[src/rtl/wdt_pkg.sv]
package wdt_pkg;
  localparam int ADDR_W = 3;

  localparam logic [ADDR_W-1:0] A_CTRL   = 3'd0;
  localparam logic [ADDR_W-1:0] A_STATUS = 3'd1;
  localparam logic [ADDR_W-1:0] A_RELOAD = 3'd2;
  localparam logic [ADDR_W-1:0] A_TMO    = 3'd3;
  localparam logic [ADDR_W-1:0] A_ENABLE = 3'd4;
  localparam logic [ADDR_W-1:0] A_COUNT  = 3'd5;

  localparam int B_EXPIRE  = 3;
  localparam int B_HALT    = 11;
  localparam int B_AUTOCLR = 13;

  typedef enum logic {
    EXP_IDLE  = 1'b0,
    EXP_ARMED = 1'b1
  } exp_state_e;
endpackage

[src/rtl/wdt_regs.sv]
module wdt_regs
  import wdt_pkg::*;
#(
  parameter int DATA_W       = 16,
  parameter int TMR_W        = 6,
  parameter int TIMEOUT_INIT = 3
) (
  input  logic              clk,
  input  logic              rst_n,
  input  logic              wr_en,
  input  logic [ADDR_W-1:0] wr_addr,
  input  logic [DATA_W-1:0] wr_data,
  input  logic [ADDR_W-1:0] rd_addr,
  input  logic [TMR_W-1:0]  cnt_i,
  input  logic              flag_i,
  output logic [DATA_W-1:0] rd_data,
  output logic              halt_o,
  output logic              autoclr_o,
  output logic [TMR_W-1:0]  timeout_o,
  output logic              reload_o,
  output logic              clr_o
);
  localparam logic [TMR_W-1:0] INIT_V = TMR_W'(TIMEOUT_INIT);

  logic             halt_q;
  logic             auto_q;
  logic [TMR_W-1:0] tmo_q;
  logic             tmo_ok;

  // Timeout fits when every bit above the field is zero.
  assign tmo_ok   = (wr_data[DATA_W-1:TMR_W] == '0);
  assign reload_o = wr_en && (wr_addr == A_RELOAD);
  assign clr_o    = wr_en && (wr_addr == A_STATUS) && wr_data[B_EXPIRE];

  always_ff @(posedge clk) begin
    if (!rst_n) begin
      halt_q <= 1'b1;
      auto_q <= 1'b0;
      tmo_q  <= INIT_V;
    end else if (wr_en) begin
      case (wr_addr)
        A_CTRL:   halt_q <= wr_data[B_HALT];
        A_ENABLE: auto_q <= wr_data[B_AUTOCLR];
        A_TMO:    if (tmo_ok) tmo_q <= wr_data[TMR_W-1:0];
        default:  ;
      endcase
    end
  end

  always_comb begin
    rd_data = '0;
    case (rd_addr)
      A_CTRL:   rd_data[B_HALT]    = halt_q;
      A_STATUS: rd_data[B_EXPIRE]  = flag_i;
      A_TMO:    rd_data[TMR_W-1:0] = tmo_q;
      A_ENABLE: rd_data[B_AUTOCLR] = auto_q;
      A_COUNT:  rd_data[TMR_W-1:0] = cnt_i;
      default:  rd_data = '0;
    endcase
  end

  assign halt_o    = halt_q;
  assign autoclr_o = auto_q;
  assign timeout_o = tmo_q;

  p_tmo_reject_r8: assert property (@(posedge clk) disable iff (!rst_n)
    (wr_en && wr_addr == A_TMO && !tmo_ok) |=> $stable(tmo_q));
  p_tmo_accept_r8: assert property (@(posedge clk) disable iff (!rst_n)
    (wr_en && wr_addr == A_TMO && tmo_ok) |=> (tmo_q == $past(wr_data[TMR_W-1:0])));
endmodule

[src/rtl/wdt_counter.sv]
module wdt_counter #(
  parameter int TMR_W        = 6,
  parameter int TIMEOUT_INIT = 3
) (
  input  logic             clk,
  input  logic             rst_n,
  input  logic             tick_i,
  input  logic             halt_i,
  input  logic             reload_i,
  input  logic [TMR_W-1:0] timeout_i,
  output logic [TMR_W-1:0] cnt_o,
  output logic             uflow_o
);
  localparam logic [TMR_W-1:0] INIT_V = TMR_W'(TIMEOUT_INIT);

  logic [TMR_W-1:0] cnt_q;
  logic             step;

  assign step    = tick_i && !halt_i && !reload_i;
  assign uflow_o = step && (cnt_q == '0);

  always_ff @(posedge clk) begin
    if (!rst_n) begin
      cnt_q <= INIT_V;
    end else if (reload_i || uflow_o) begin
      cnt_q <= timeout_i;
    end else if (step) begin
      cnt_q <= cnt_q - TMR_W'(1);
    end
  end

  assign cnt_o = cnt_q;

  p_halt_hold_r3: assert property (@(posedge clk) disable iff (!rst_n)
    (halt_i && !reload_i) |=> $stable(cnt_q));
  p_reload_r7: assert property (@(posedge clk) disable iff (!rst_n)
    reload_i |=> (cnt_q == $past(timeout_i)));
  p_wrap_r2: assert property (@(posedge clk) disable iff (!rst_n)
    uflow_o |=> (cnt_q == $past(timeout_i)));
endmodule

[src/rtl/wdt_expiry.sv]
module wdt_expiry
  import wdt_pkg::*;
(
  input  logic clk,
  input  logic rst_n,
  input  logic uflow_i,
  input  logic clr_i,
  input  logic autoclr_i,
  input  logic no_reboot_i,
  output logic flag_o,
  output logic sys_rst_o
);
  exp_state_e state_q, state_d;
  logic       rst_q, rst_d;

  always_comb begin
    state_d = state_q;
    rst_d   = 1'b0;
    if (uflow_i) begin
      if (autoclr_i) begin
        state_d = EXP_IDLE;
      end else if (state_q == EXP_ARMED && !clr_i) begin
        rst_d   = !no_reboot_i;
        state_d = EXP_IDLE;
      end else begin
        state_d = EXP_ARMED;
      end
    end else if (clr_i) begin
      state_d = EXP_IDLE;
    end
  end

  always_ff @(posedge clk) begin
    if (!rst_n) begin
      state_q <= EXP_IDLE;
      rst_q   <= 1'b0;
    end else begin
      state_q <= state_d;
      rst_q   <= rst_d;
    end
  end

  assign flag_o    = (state_q == EXP_ARMED);
  assign sys_rst_o = rst_q;

  p_pulse_one_r6: assert property (@(posedge clk) disable iff (!rst_n)
    rst_q |=> !rst_q);
  p_pulse_cause_r6: assert property (@(posedge clk) disable iff (!rst_n)
    (uflow_i && flag_o && !clr_i && !autoclr_i && !no_reboot_i) |=> (rst_q && !flag_o));
  p_first_quiet_r4: assert property (@(posedge clk) disable iff (!rst_n)
    (uflow_i && !flag_o) |=> !rst_q);
  p_autoclr_r9: assert property (@(posedge clk) disable iff (!rst_n)
    (uflow_i && autoclr_i) |=> (!flag_o && !rst_q));
  p_noreboot_r10: assert property (@(posedge clk) disable iff (!rst_n)
    (uflow_i && no_reboot_i) |=> !rst_q);
endmodule

[src/rtl/wdt_two_stage.sv]
module wdt_two_stage
  import wdt_pkg::*;
#(
  parameter int DATA_W       = 16,
  parameter int TMR_W        = 6,
  parameter int TIMEOUT_INIT = 3
) (
  input  logic              clk,
  input  logic              rst_n,
  input  logic              tick_en,
  input  logic              no_reboot,
  input  logic              wr_en,
  input  logic [2:0]        wr_addr,
  input  logic [DATA_W-1:0] wr_data,
  input  logic [2:0]        rd_addr,
  output logic [DATA_W-1:0] rd_data,
  output logic              sys_rst_o
);
  logic             halt;
  logic             autoclr;
  logic [TMR_W-1:0] timeout;
  logic             reload;
  logic             clr;
  logic [TMR_W-1:0] cnt;
  logic             uflow;
  logic             flag;

  wdt_regs #(
    .DATA_W(DATA_W), .TMR_W(TMR_W), .TIMEOUT_INIT(TIMEOUT_INIT)
  ) u_regs (
    .clk(clk), .rst_n(rst_n),
    .wr_en(wr_en), .wr_addr(wr_addr), .wr_data(wr_data),
    .rd_addr(rd_addr), .cnt_i(cnt), .flag_i(flag),
    .rd_data(rd_data), .halt_o(halt), .autoclr_o(autoclr),
    .timeout_o(timeout), .reload_o(reload), .clr_o(clr)
  );

  wdt_counter #(
    .TMR_W(TMR_W), .TIMEOUT_INIT(TIMEOUT_INIT)
  ) u_cnt (
    .clk(clk), .rst_n(rst_n),
    .tick_i(tick_en), .halt_i(halt), .reload_i(reload),
    .timeout_i(timeout), .cnt_o(cnt), .uflow_o(uflow)
  );

  wdt_expiry u_exp (
    .clk(clk), .rst_n(rst_n),
    .uflow_i(uflow), .clr_i(clr), .autoclr_i(autoclr),
    .no_reboot_i(no_reboot), .flag_o(flag), .sys_rst_o(sys_rst_o)
  );

  p_reload_keeps_flag_r7: assert property (@(posedge clk) disable iff (!rst_n)
    (reload && !clr) |=> $stable(flag));
endmodule

[config.mk]
export PLATFORM = sky130hd
export DESIGN_NAME = wdt_two_stage
export DESIGN_NICKNAME = d
export VERILOG_FILES = /design/src/rtl/wdt_pkg.sv /design/src/rtl/wdt_regs.sv /design/src/rtl/wdt_counter.sv /design/src/rtl/wdt_expiry.sv /design/src/rtl/wdt_two_stage.sv
export SDC_FILE = /design/constraint.sdc
export NUM_CORES = 1
export LEC_CHECK = 0
export ABC_AREA = 1
export ABC_CLOCK_PERIOD_IN_PS = 1800
export BUFFER_PORTS_ARGS = -buffer_cell sky130_fd_sc_hd__buf_2
export CAP_MARGIN = 20
export CORE_MARGIN = 1.5
export CORE_UTILIZATION = 49
export CTS_BUF_LIST = sky130_fd_sc_hd__clkbuf_4 sky130_fd_sc_hd__clkbuf_8
export DETAILED_ROUTE_END_ITERATION = 10
export GPL_ROUTABILITY_DRIVEN = 0
export GPL_TIMING_DRIVEN = 0
export PLACE_DENSITY = 0.93
export RECOVER_POWER = 100
export SLEW_MARGIN = 20
export SYNTH_ARGS = -nofsm -noshare
export SYNTH_HDL_FRONTEND = slang
export SYNTH_SLANG_ARGS = --single-unit
[constraint.sdc]
create_clock -name clk -period 1.8 [get_ports clk]
set_clock_uncertainty 0.05 [all_clocks]
set_input_delay 0.18 -clock clk [delete_from_list [all_inputs] [get_ports clk]]
set_output_delay 0.18 -clock clk [all_outputs]
set_load 0.02 [all_outputs]
==> results.md <==
- Final Hold Viols: 0
- Total grt overflow: 0
- Vias in the first global route: about 1.1k
- Core area: 2022 um2
- Io pins: 44
- Buf/Inv on CP: 2
- Top_reg_cell synth: dfxtp_1
- Distinct cells, synth: 29
- CTS tree: built
- Critical path, cell by cell: inv_1 > ha_1 > inv_1 > nor2_1 > nand2_4 > nand2_8 > nand2_1 > nand2_1 > nor2_1 > nor2_1 > nor2_1
- Final Cycle Share: ~86%
- Nets: 238
- Root buffer cell: clkbuf_4
- Top delay family on crit path: simple AND/OR/NAND/NOR gates
- Multi-input logic area: between 600 and 700 um2
- Crit. Startpoint: u_cnt.cnt_o[0]
- Die footprint: 2489 um2
- Worst-path clk slew: 100 ps
- F_max: 0.6431 GHz
- VDD IR max: 0.5021 mV
- Dpl hpwl: roughly 2000 um
- Crit path required time: ~2000 ps
- Largest cells by area after synthesis: dfxtp_1 30%, nand2_1 10%, inv_1 5.9%
- Largest net degree at the start of global routing: 11
- Initial antenna violation count: 0
- Worst setup path end: u_cnt.cnt_o[5]
- Reg2Reg Setup Slack: 250 ps
- Register area share after synthesis: around 30%
- Yosys warning count: 0
- Max-cap viol count: 0
- Port Buffers: 35
- Startpoint Class: register
- DRT Pass-1 Iters: 4
- Power Density: 568.4 nW/um2
- CTS buffer count: 3
- Setup TNS Final: 0 ps
- R2R Path Start: u_cnt.cnt_o[0]
- Delay of the slowest critical-path stage: 340 ps
- Antenna Cells: 0
- Starting DRT DRC Count: 31
- Setup-failing EPs final: 0
- RSZ-0062 raised after global routing: no
- Fillers: around 170
- Worst R2R Path Depth: 11
- Syn avg cell area: 6.691 um2
- CTS Sinks: 16
- Die height: approximately 50 um
- Fin Hold WS: between 40 and 50 ps
- CP Capture Type: register
- Hold Path Class: in -> reg
- Fraction of layout cells with a size suffix above 1: about a quarter
- Slowest CP cell: dfxtp_1
- Post-layout min period: 1555 ps
- Leak: 0.6384 nW
- Mapped Area: 1077 um2
- Number of synthesized flops with an enable pin: 0
- Critical path depth in cells: 11
- Area growth syn-to-layout: 23.46%
- Yosys top cell area share: 29.73%
- Fraction of registers with async set/reset: 0%
- Crit Path Max Fanout: 10
- DRC: 0
- Antenna Nets Post-Route: 0
- Gate Count Post-Synth: 161
- Seq cells post-synth: 16
- CTS H-tree depth: 1
- Reg-to-reg endpoint: u_cnt.cnt_o[5]
- Arr. time, crit path: 1700 ps
- Max Slew Vio Count: 0
- Yosys top cell by area: dfxtp_1
- Num rows: 16
- Most instantiated cells after synthesis: 29 x nand2_1, 17 x inv_1, 16 x dfxtp_1, 16 x nor2_1, 12 x nand3_1
- Register area: around 320 um2
- Most used cell, CP: nor2_1
- Total number of vias: between 1k and 1.5k
- DR WL/cell: 11.61 um
- Clock buffer depth: 2
- Chip Width: 49.89 um
- Gr usage total: between 20% and 30%
- Via density: between 5 and 6
- Global-route wire length before repair: approximately 4400 um
- Total wire length: ~2700 um
- CP Class: reg -> reg
- Post-cts resize count: 0
- Clk Latency, worst-skew pair: just under 300 ps
- Most frequent cell after synthesis: nand2_1
- Status: completed
- Initial Util: ~53%
## worst min-delay path, cell delays in order
cell and delay [ps]:
buf_2 70, nand2_1 40, o211ai_1 60
## state kept, by name, summed over array words and instances, names as in the netlist
name              count
u_exp.sys_rst_o       1
u_regs.timeout_o      6
u_cnt.cnt_o           6
u_regs.autoclr_o      1
u_regs.halt_o         1
u_exp.flag_o          1
## placed cells by master, fill, tap and decap left out, drive strengths merged
| master | n |
|---|---|
| nor3 | 4 |
| o21bai | 1 |
| o211ai | 4 |
| conb | 8 |
| buf | 31 |
| nand3b | 1 |
| o221ai | 1 |
| nor4 | 1 |
| dlygate4sd3 | 1 |
| xnor2 | 1 |
| o22ai | 5 |
| inv | 26 |
| nand3 | 13 |
| nand2 | 35 |
| nor2 | 18 |
| dfxtp | 16 |
| or2 | 1 |
| o21ai | 8 |
| o31ai | 1 |
| clkbuf | 17 |
| a21oi | 8 |
| ha | 2 |
| nand4 | 5 |
## worst min path at each step
stage                          start  cells past startpoint             endpoint
after detailed placement   no_reboot                      2      u_exp.sys_rst_o
final                     wr_data[0]                      3  u_regs.timeout_o[0]
after global routing      wr_data[0]                      3  u_regs.timeout_o[0]
after floorplan            no_reboot                      1      u_exp.sys_rst_o
after CTS                 wr_data[0]                      3  u_regs.timeout_o[0]
after global placement     no_reboot                      2      u_exp.sys_rst_o
## report_power, final
group / internal (W) / switching, W / leakage [nW] / total (W)
Clock: 0.000123 / 0.000122 / 0.0210 / 0.000246
Combinational: 0.0000570 / 0.0000880 / 0.488 / 0.000145
Sequential: 0.000360 / 0.00000578 / 0.129 / 0.000365
## per-stage QoR
step	worst slack [ps]	total power (W)	cell area (um2)	utilization, %	cells
after floorplan	461.2	0.0004639	1104	-	168
after global placement	329.0	0.0005120	1313	64.91	230
after detailed placement	317.4	0.0005155	1313	64.91	230
after CTS	301.1	0.0007534	1359	67.20	235
after global routing	138.7	0.0007928	1330	65.78	235
final	245.1	0.0007560	1330	65.78	235
## layout make-up
cell class / count / share of cell area [%]
multi-input combinational: 117 / 45.72
timing repair buffer: 36 / 12.79
sequential: 16 / 24.08
buffer: 9 / 4.798
clock buffer: 4 / 2.728
tap: 27 / 2.540
inverter: 26 / 7.338
## what timing repair did
action,CTS,global route
hold buffers,1,0
setup buffers,0,0
hold endpoints to repair,1,0
## cell families (layout without fill, tap and decap cells)
family | count (synthesis) | count (layout) | share of synthesized area (%)
AOI/OAI and AO/OA | 28 | 28 | 15.33
DFF | 16 | 16 | 29.73
other | 1 | 8 | 0.3481
adders and majority gates | 2 | 2 | 2.323
xor gates and xnor gates | 1 | 1 | 0.8132
and+or+nand+nor | 78 | 78 | 36.47
buffers and inverters | 35 | 75 | 14.98
## layer usage
layer / track usage [%] / wire (um) / vias to the layer above
met1: 23.97 / 1089 / 525
li1: - / - / 607
met5: 0 / 0 / -
met4: 12.50 / 83 / 0
met2: 42.89 / 1358 / 76
met3: 3.333 / 196 / 13
Power figures use the tool's default switching activity.
